==> config.mk <==
export PLATFORM = sky130hd
export DESIGN_NAME = mdio_c45_master
export DESIGN_NICKNAME = d
export VERILOG_FILES = /design/src/rtl/mdio_pkg.sv /design/src/rtl/mdio_ctl.sv /design/src/rtl/mdio_dp.sv /design/src/rtl/mdio_c45_master.sv
export SDC_FILE = /design/constraint.sdc
export NUM_CORES = 1
export LEC_CHECK = 0
export BUFFER_PORTS_ARGS = -buffer_cell sky130_fd_sc_hd__buf_2
export CORE_MARGIN = 1.5
export CORE_UTILIZATION = 50
export CTS_CLUSTER_SIZE = 16
export DETAILED_ROUTE_END_ITERATION = 16
export HOLD_SLACK_MARGIN = 0.12
export PLACE_DENSITY = 0.76
export RECOVER_POWER = 50
export SETUP_SLACK_MARGIN = 0.5
export SKIP_CTS_REPAIR_TIMING = 1
export SYNTH_ARGS = -nofsm -noshare
export SYNTH_HDL_FRONTEND = slang
export SYNTH_SLANG_ARGS = --single-unit
==> constraint.sdc <==
create_clock -name clk -period 6.7 [get_ports clk]
set_input_delay 1.005 -clock clk [delete_from_list [all_inputs] [get_ports clk]]
set_output_delay 1.005 -clock clk [all_outputs]
set_load 0.01 [all_outputs]
==> src/rtl/mdio_pkg.sv <==
package mdio_pkg;
  localparam int PRE_BITS   = 32;
  localparam int FRAME_BITS = 64;
  localparam int IDX_W      = $clog2(FRAME_BITS);
  localparam int TA_FIRST   = 46;
  localparam int DATA_FIRST = 48;

  localparam logic [1:0] OP_ADDR  = 2'b00;
  localparam logic [1:0] OP_WRITE = 2'b01;
  localparam logic [1:0] OP_READ  = 2'b11;

  typedef struct packed {
    logic             load;
    logic             shift;
    logic             sample;
    logic             done;
    logic [IDX_W-1:0] bitIdx;
  } mdioStrb_t;
endpackage

==> src/rtl/mdio_ctl.sv <==
module mdio_ctl
  import mdio_pkg::*;
#(
  parameter int HALF_W = 7
) (
  input  logic              clk,
  input  logic              rstN,
  input  logic              start,
  input  logic [HALF_W-1:0] halfCfg,
  output mdioStrb_t         strb,
  output logic              busy,
  output logic              mdc
);
  localparam logic [IDX_W-1:0] LAST_IDX = IDX_W'(FRAME_BITS - 1);

  logic [HALF_W-1:0] halfCnt;
  logic [HALF_W-1:0] halfM1;
  logic [IDX_W-1:0]  bitIdx;
  logic              tick;

  always_comb begin
    halfM1 = (halfCfg == '0) ? '0 : halfCfg - HALF_W'(1);
    tick   = busy && (halfCnt == halfM1);
    strb.load   = start;
    strb.sample = tick && !mdc;
    strb.shift  = tick && mdc && (bitIdx != LAST_IDX);
    strb.done   = tick && mdc && (bitIdx == LAST_IDX);
    strb.bitIdx = bitIdx;
  end

  always_ff @(posedge clk) begin
    if (!rstN) begin
      busy    <= 1'b0;
      mdc     <= 1'b0;
      halfCnt <= '0;
      bitIdx  <= '0;
    end else if (start) begin
      busy    <= 1'b1;
      mdc     <= 1'b0;
      halfCnt <= '0;
      bitIdx  <= '0;
    end else if (busy) begin
      if (tick) begin
        halfCnt <= '0;
        mdc     <= ~mdc;
        if (strb.done) busy <= 1'b0;
        if (strb.shift) bitIdx <= bitIdx + IDX_W'(1);
      end else begin
        halfCnt <= halfCnt + HALF_W'(1);
      end
    end
  end
endmodule

==> src/rtl/mdio_dp.sv <==
module mdio_dp
  import mdio_pkg::*;
(
  input  logic       clk,
  input  logic       rstN,
  input  mdioStrb_t  strb,
  input  logic [1:0] loadOp,
  input  logic [4:0] loadPrt,
  input  logic [4:0] loadDev,
  input  logic [15:0] loadField,
  input  logic       mdioIn,
  output logic       mdioOut,
  output logic       mdioOe,
  output logic [15:0] rdShift,
  output logic       isRead,
  output logic       taErr
);
  logic [FRAME_BITS-1:0] frameSr;

  assign mdioOut = frameSr[FRAME_BITS-1];

  always_ff @(posedge clk) begin
    if (!rstN) begin
      frameSr <= '0;
      mdioOe  <= 1'b0;
      rdShift <= '0;
      isRead  <= 1'b0;
      taErr   <= 1'b0;
    end else if (strb.load) begin
      frameSr <= {{PRE_BITS{1'b1}}, 2'b00, loadOp, loadPrt, loadDev, 2'b10,
                  (loadOp == OP_READ) ? 16'h0000 : loadField};
      mdioOe  <= 1'b1;
      isRead  <= (loadOp == OP_READ);
      taErr   <= 1'b0;
    end else begin
      if (strb.shift) begin
        frameSr <= frameSr << 1;
        if (isRead && strb.bitIdx == IDX_W'(TA_FIRST - 1)) mdioOe <= 1'b0;
      end
      if (strb.done) mdioOe <= 1'b0;
      if (strb.sample && isRead) begin
        if (strb.bitIdx == IDX_W'(TA_FIRST + 1) && mdioIn) taErr <= 1'b1;
        if (strb.bitIdx >= IDX_W'(DATA_FIRST)) rdShift <= {rdShift[14:0], mdioIn};
      end
    end
  end
endmodule

==> src/rtl/mdio_c45_master.sv <==
module mdio_c45_master
  import mdio_pkg::*;
#(
  parameter int HALF_W   = 7,
  parameter int DEF_HALF = 20
) (
  input  logic        clk,
  input  logic        rstN,
  input  logic        regWrEn,
  input  logic [1:0]  regAddr,
  input  logic [31:0] regWrData,
  output logic [31:0] regRdData,
  output logic        mdc,
  output logic        mdioOut,
  output logic        mdioOe,
  input  logic        mdioIn
);
  localparam int CFG_W = HALF_W + 7;
  localparam logic [CFG_W-1:0] CFG_RST = CFG_W'(DEF_HALF) << 7;

  logic [15:0]      cmdReg, addrReg, dataReg;
  logic [CFG_W-1:0] cfgReg;
  logic             busy, accept, start, isRead, taErr;
  logic [1:0]       loadOp;
  logic [4:0]       loadPrt, loadDev;
  logic [15:0]      rdShift;
  mdioStrb_t        strb;

  always_comb begin
    accept  = regWrEn && !busy;
    start   = 1'b0;
    loadOp  = OP_ADDR;
    loadPrt = cmdReg[9:5];
    loadDev = cmdReg[4:0];
    if (accept) begin
      case (regAddr)
        2'd0: if (regWrData[15]) begin
          start   = 1'b1;
          loadOp  = OP_READ;
          loadPrt = regWrData[9:5];
          loadDev = regWrData[4:0];
        end
        2'd1: start = 1'b1;
        2'd2: if (!cmdReg[15]) begin
          start  = 1'b1;
          loadOp = OP_WRITE;
        end
        default: start = 1'b0;
      endcase
    end
  end

  always_ff @(posedge clk) begin
    if (!rstN) begin
      cmdReg  <= '0;
      addrReg <= '0;
      dataReg <= '0;
      cfgReg  <= CFG_RST;
    end else begin
      if (accept) begin
        case (regAddr)
          2'd0: cmdReg  <= regWrData[15:0];
          2'd1: addrReg <= regWrData[15:0];
          2'd2: dataReg <= regWrData[15:0];
          default: cfgReg <= regWrData[CFG_W-1:0];
        endcase
      end
      if (strb.done && isRead) dataReg <= rdShift;
    end
  end

  always_comb begin
    case (regAddr)
      2'd0:    regRdData = {16'h0, cmdReg};
      2'd1:    regRdData = {16'h0, addrReg};
      2'd2:    regRdData = {16'h0, dataReg};
      default: regRdData = {busy, taErr, (30 - CFG_W)'(0), cfgReg};
    endcase
  end

  mdio_ctl #(.HALF_W(HALF_W)) i_ctl (
    .clk(clk), .rstN(rstN), .start(start), .halfCfg(cfgReg[CFG_W-1:7]),
    .strb(strb), .busy(busy), .mdc(mdc)
  );

  mdio_dp i_dp (
    .clk(clk), .rstN(rstN), .strb(strb), .loadOp(loadOp), .loadPrt(loadPrt),
    .loadDev(loadDev), .loadField(regWrData[15:0]), .mdioIn(mdioIn),
    .mdioOut(mdioOut), .mdioOe(mdioOe), .rdShift(rdShift), .isRead(isRead),
    .taErr(taErr)
  );
endmodule

==> results of run 1 <==
[area by class of cell]
cell class / instances / area [um^2]
repair buffers: 51 / 262.8
inverters: 8 / 31.28
clock inverters: 14 / 133.9
clock buffers: 18 / 439.2
flip-flops and latches: 160 / 3203
fillers: 1241 / 6013
well taps: 180 / 225.2
multi-input cells: 588 / 3518
[power breakdown]
group | total (mW) | switching, mW | internal (mW) | leakage, nW
clock network | 0.930 | 0.406 | 0.524 | 0.259
registers | 1.02 | 0.0273 | 0.995 | 1.30
logic | 0.185 | 0.113 | 0.0723 | 1.64
total | 2.14 | 0.546 | 1.59 | 3.21
[metal layers]
metal | part of all wire | GRT usage | up-vias | wire (um)
met4 | 0.016 | 0.08456 | 0 | 262
li1 | - | - | 2875 | -
met2 | 0.46 | 0.3577 | 184 | 7573
met1 | 0.47 | 0.3206 | 2800 | 7689
met5 | 0 | 0 | - | 0
met3 | 0.054 | 0.04822 | 23 | 892
[kinds of logic (layout without fill, tap and decap cells)]
family                     Yosys count  count (layout)  share of synthesized area
AOI/OAI and AO/OA                  159             159                     0.1455
xor gates and xnor gates            12              12                    0.01493
adders and majority gates            4               4                   0.007108
buffers and inverters               86              91                    0.05455
DFF                                160             160                     0.4549
muxes                               52              52                    0.09879
other                                1              14                  0.0005325
and+or+nand+nor                    347             347                     0.2237
[stage by stage]
step           cell area (um^2)  setup slack, ns  hold slack, ns  power, mW    util
2_1_floorplan              7091            3.360          0.4274      1.175       -
3_3_place_gp               7256            3.255          0.4388      1.219  0.5247
3_5_place_dp               7256            3.190          0.4410      1.224  0.5247
4_1_cts                    7829            3.293          0.4527      2.145  0.5662
5_1_grt                    7814            1.745          0.4686      2.210  0.5651
6_report                   7814            2.239          0.4532      2.137  0.5651
[cell usage in the layout, fill, tap and decap left out, drive strengths merged, types with 3 or more instances in the layout]
cell type  netlist  layout
buf             22      43
xnor2            9       9
dfxtp          160     160
nand2          114     114
o31ai            3       3
mux4            14      14
and3            15      15
nor2            94      94
clkinv           1       4
nor4             6       6
a22oi            5       5
a21oi           74      74
and2             5       5
nand3           13      13
clkinvlp         0       8
ha               4       4
o21ai           17      17
a22o            13      13
or4              3       3
nor3            77      77
inv              7       9
clkbuf          56      26
xor2             3       3
mux2i           38      38
a211oi          18      18
o211a           11      11
o21a             6       6
conb             1      14
nand2b           4       4
nand4            6       6
[worst min-delay path by stage]
stage	endpoint	cells past startpoint	start	slack (ns)
finish	i_dp.frameSr[16]	2	i_dp.frameSr[15]	0.45
global route	addrReg[9]	2	addrReg[9]	0.47
CTS	i_dp.frameSr[16]	2	i_dp.frameSr[15]	0.45
detailed placement	i_dp.frameSr[16]	2	i_dp.frameSr[15]	0.44
global placement	i_dp.frameSr[16]	2	i_dp.frameSr[15]	0.44
floorplan	i_dp.frameSr[16]	2	i_dp.frameSr[15]	0.43
[flip-flops by register name, indices dropped and copies added, names as in the netlist, 6 cells and up]
signal	count
addrReg	16
i_dp.frameSr	64
i_dp.rdShift	16
cmdReg	16
cfgReg	14
i_ctl.bitIdx	6
i_ctl.halfCnt	7
dataReg	16
[worst reg2reg max path: stages (launching register included)]
cell and delay, ns:
dfxtp_1 0.36, inv_1 0.08, ha_1 0.19, nor3b_4 0.31, mux2i_1 0.26, xnor2_1 0.12
or4b_4 0.56, or3_2 0.42, buf_4 0.31, or4_1 0.59, a21oi_1 0.15
==> results.sh, run 1 <==
export IMPL_status="complete, but fails checks"
export IMPL_violations="max-capacitance violations, max-slew violations"
export IMPL_grt_antenna_before_repair=0
export IMPL_max_slew_worst_pin_slew_ns=2.200
export IMPL_r2r_start="cfgReg[7]"
export IMPL_synth_common_cells="dfxtp_1 (160), nand2_1 (114), nor2_1 (94)"
export IMPL_cp_top_family="buffers and inverters"
export IMPL_grt_use_total=0.2314
export IMPL_syn_area_um2=7042
export IMPL_finalNonFillerCells=1019
export IMPL_dieHeight_um=121.7
export IMPL_hold_violations=0
export IMPL_setup_violations=0
export IMPL_cp_end_kind="flip-flop"
export IMPL_area_delta_synth_final_pct=10.96
export IMPL_clockBufferDepth=2
export IMPL_grt_ovfl_total=0
export IMPL_routabilityCongestion=0.7714
export IMPL_r2r_end="i_ctl.bitIdx[5]"
export IMPL_port_buffers=42
export IMPL_grt_max_degree=68
export IMPL_post_synth_top_count_cell="dfxtp_1"
export IMPL_path_depth=7
export IMPL_rsz0062_at_grt="false"
export IMPL_ys_seq_area_frac=0.4549
export IMPL_drive_above_1_share=0.1204
export IMPL_required_ns=7.08
export IMPL_hpwl_mm=10.11
export IMPL_criticalPathCategory="in2reg"
export IMPL_crit_start="regAddr[0]"
export IMPL_synth_area_top_cells="dfxtp_1 (45%), nand2_1 (6.1%), mux2i_1 (5.4%)"
export IMPL_max_stage_delay_ns=1.56
export IMPL_slew_violations=139
export IMPL_drc=0
export IMPL_path_buf_inv=2
export IMPL_yosys_area_top_type="dfxtp_1"
export IMPL_slowest_stage="clkbuf_1"
export IMPL_fp_row_count=43
export IMPL_syn_inst=821
export IMPL_p_leak_nw=3.206
export IMPL_die_w_um=121.7
export IMPL_insertion_delay_ns=0.43
export IMPL_post_place_cells=987
export IMPL_cpMostUsedCell="clkbuf_1"
export IMPL_async_flop_share=0
export IMPL_via_count=5882
export IMPL_drt_wl_total_mm=16.42
export IMPL_wire_per_inst_um=16.11
export IMPL_yosys_register_bits=160
export IMPL_crit_end="i_dp.frameSr[15]"
export IMPL_clkSinkCount=160
export IMPL_ir_drop_v=0.0001803
export IMPL_ant_nets=0
export IMPL_rr_worst_depth=10
export IMPL_avgSynthCellArea_um2=8.577
export IMPL_cts_made_buffers=17
export IMPL_path_cells="clkbuf_1, nor2_1, o22ai_1, and2_1, clkbuf_1, a32o_1, o21a_1"
export IMPL_synth_edf_count=0
export IMPL_dieArea_um2=14800
export IMPL_arrival_ns=4.84
export IMPL_ys_flop_type="dfxtp_1"
export IMPL_htreeDepth=4
export IMPL_crit_fanout=52
export IMPL_fin_tns_setup_ns=0
export IMPL_ys_warn_count=0
export IMPL_finClkSkew_ns=0.01017
export IMPL_synth_top_area_share=0.4549
export IMPL_cts_root_buf="clkbuf_16"
export IMPL_finalNetCount=868
export IMPL_fin_crit_sh=0.6658
export IMPL_min_period_ns=4.461
export IMPL_dr_pass1_iters=5
export IMPL_drt_initial_drc_count=402
export IMPL_io_pins=73
export IMPL_start_util=0.5093
export IMPL_synth_cell_types=50
export IMPL_diodes=0
export IMPL_drv_cap=3
export IMPL_power_density_nw_per_um2=273.5
export IMPL_core_um2=13830
export IMPL_fmax_mhz=224.2
export IMPL_via_per_inst=5.772
export IMPL_reg2reg_slack_ns=3.28
export IMPL_grt_first_pass_wirelength_mm=26.90
export IMPL_clk_pin_slew_ns=0.07
export IMPL_slew_headroom=-0.4665
export IMPL_hp_class="reg2reg"
export IMPL_cp_start_kind="primary input"
export IMPL_cts_tree="yes"
export IMPL_grt_pass1_vias=5296
Power figures use the tool's default switching activity.
==> run 2, diff against run 1 <==
PLACE_DENSITY = 0.79   (was 0.76)
clock period = 4.1 ns   (was 6.7 ns; I/O delays follow)
==> results.sh, run 2 (synthesized netlist as in run 1, its figures left out) <==
export IMPL_via_per_inst=5.683
export IMPL_hold_end="addrReg[7]"
export IMPL_power_mw=3.466
export IMPL_utilization=0.5652
export IMPL_drt_wl_total_mm=16.25
export IMPL_power_density_nw_per_um2=443.4
export IMPL_routabilityCongestion=0.8070
export IMPL_r2r_end="i_ctl.bitIdx[5]"
export IMPL_grt_first_pass_wirelength_mm=27.17
export IMPL_cts_tree="yes"
export IMPL_reg2reg_slack_ns=0.74
export IMPL_drv_cap=1
export IMPL_slew_headroom=-0.2152
export IMPL_clockBufferDepth=2
export IMPL_grt_ovfl_total=0
export IMPL_required_ns=4.47
export IMPL_dieArea_um2=14800
export IMPL_dieHeight_um=121.7
export IMPL_min_period_ns=3.410
export IMPL_grt_antenna_before_repair=0
export IMPL_p_int_mw=2.621
export IMPL_setup_violations=0
export IMPL_finClkSkew_ns=0.009332
export IMPL_grt_pass1_vias=5498
export IMPL_p_leak_nw=3.182
export IMPL_htreeDepth=4
export IMPL_wire_per_inst_um=15.90
export IMPL_crit_fanout=27
export IMPL_ir_drop_v=0.0003250
export IMPL_insertion_delay_ns=0.43
export IMPL_slew_violations=28
export IMPL_diodes=0
export IMPL_drt_initial_drc_count=433
export IMPL_grt_max_degree=68
export IMPL_port_buffers=42
export IMPL_power_frac_clock=0.431
export IMPL_fmax_mhz=293.2
export IMPL_fin_crit_sh=0.8317
export IMPL_core_um2=13830
export IMPL_hpwl_mm=10.35
export IMPL_via_count=5808
export IMPL_die_w_um=121.7
export IMPL_switching_share=0.2437
export IMPL_p_sw_uw=844.7
export IMPL_finalNetCount=872
export IMPL_mostFrequentLayoutCell="dfxtp_1"
export IMPL_rr_worst_depth=9
export IMPL_hp_class="reg2reg"
export IMPL_rsz0062_at_grt="false"
export IMPL_violations="max-capacitance violations, max-slew violations"
export IMPL_hold_violations=0
export IMPL_arrival_ns=3.78
export IMPL_r2r_start="cfgReg[7]"
export IMPL_cts_root_buf="clkbuf_16"
export IMPL_clk_pin_slew_ns=0.06
export IMPL_start_util=0.5093
export IMPL_max_slew_worst_pin_slew_ns=1.823
export IMPL_io_pins=73
export IMPL_seq_power_share=0.482
export IMPL_largest_register="i_dp.frameSr"
export IMPL_clkSinkCount=160
export IMPL_ant_nets=0
export IMPL_cp_end_kind="flip-flop"
export IMPL_grt_use_total=0.2325
export IMPL_fp_row_count=43
export IMPL_area_delta_synth_final_pct=10.98
export IMPL_drive_above_1_share=0.1045
export IMPL_cts_made_buffers=17
export IMPL_largest_reg_flops=64
export IMPL_drc=0
export IMPL_cp_start_kind="primary input"
export IMPL_fin_tns_setup_ns=0
export IMPL_whs_path_depth=2
export IMPL_criticalPathCategory="in2reg"
export IMPL_pwr_share_comb=0.087
export IMPL_status="complete, but fails checks"
export IMPL_dr_pass1_iters=5
export IMPL_min_delay_start="addrReg[7]"
export IMPL_mostFrequentLayoutCells="dfxtp_1 (160), nand2_1 (114), nor2_1 (93), nor3_1 (75), a21oi_1 (74)"
==> run 2: cell types whose count changed in the layout (fill, tap and decap cells not counted), sizes merged <==
cell      previous run  this run
clkinv               4         6
clkinvlp             8         2
inv                  9         8
buf                 43        33
clkbuf              26        44
==> run 2: worst max path at each step <==
stage / start / to / slack, ns / cells past startpoint
floorplan: cfgReg[7] / i_ctl.bitIdx[5] / 1.34 / 10
detailed placement: cfgReg[7] / i_ctl.bitIdx[5] / 0.76 / 9
CTS: cfgReg[7] / i_ctl.bitIdx[5] / 0.74 / 9
finish: regAddr[0] / i_ctl.bitIdx[4] / 0.69 / 8
global placement: cfgReg[7] / i_dp.frameSr[29] / 0.84 / 9
global route: regAddr[0] / i_ctl.bitIdx[4] / 0.31 / 8
==> run 2: final cells by class <==
class | instances | area (um^2)
Timing Repair Buffer | 55 | 280.3
Multi-Input combinational cell | 588 | 3518
Tap cell | 180 | 225.2
Sequential cell | 160 | 3203
Inverter | 8 | 31.28
Clock buffer | 22 | 474.2
Fill cell | 1229 | 6012
Clock inverter | 9 | 82.58
==> run 2: metrics by stage <==
stage	instance area, um^2	hold slack, ns	cells	worst slack, ns
floorplan	7091	0.4274	834	1.335
global placement	7286	0.4387	991	0.8351
detailed placement	7286	0.4428	991	0.7607
CTS	7843	0.4558	1022	0.7354
global route	7815	0.4713	1022	0.3053
finish	7815	0.4555	1022	0.6899
==> run 2: worst max-delay path, cell delays in order <==
cell and delay, ns:
clkbuf_1 1.29, nand2b_1 0.28, o22ai_1 0.10, nand2_1 0.44
buf_4 0.29, nand2_1 0.34, a31oi_1 0.27, o21a_1 0.14
==> run 2: power by group through the flow <==
stage / clock (mW) / combinational (mW) / sequential (mW)
after floorplan: 0 / 0.230 / 1.69
after global placement: 0 / 0.294 / 1.70
after detailed placement: 0 / 0.300 / 1.70
after CTS: 1.51 / 0.302 / 1.67
after global routing: 1.57 / 0.335 / 1.68
final: 1.49 / 0.301 / 1.67
==> run 2: metal layers <==
metal | track usage | part of all wire | up-vias
li1 | - | - | 2875
met1 | 0.3162 | 0.45 | 2736
met2 | 0.3669 | 0.47 | 177
met3 | 0.04775 | 0.058 | 20
met4 | 0.08529 | 0.014 | 0
met5 | 0 | 0 | -
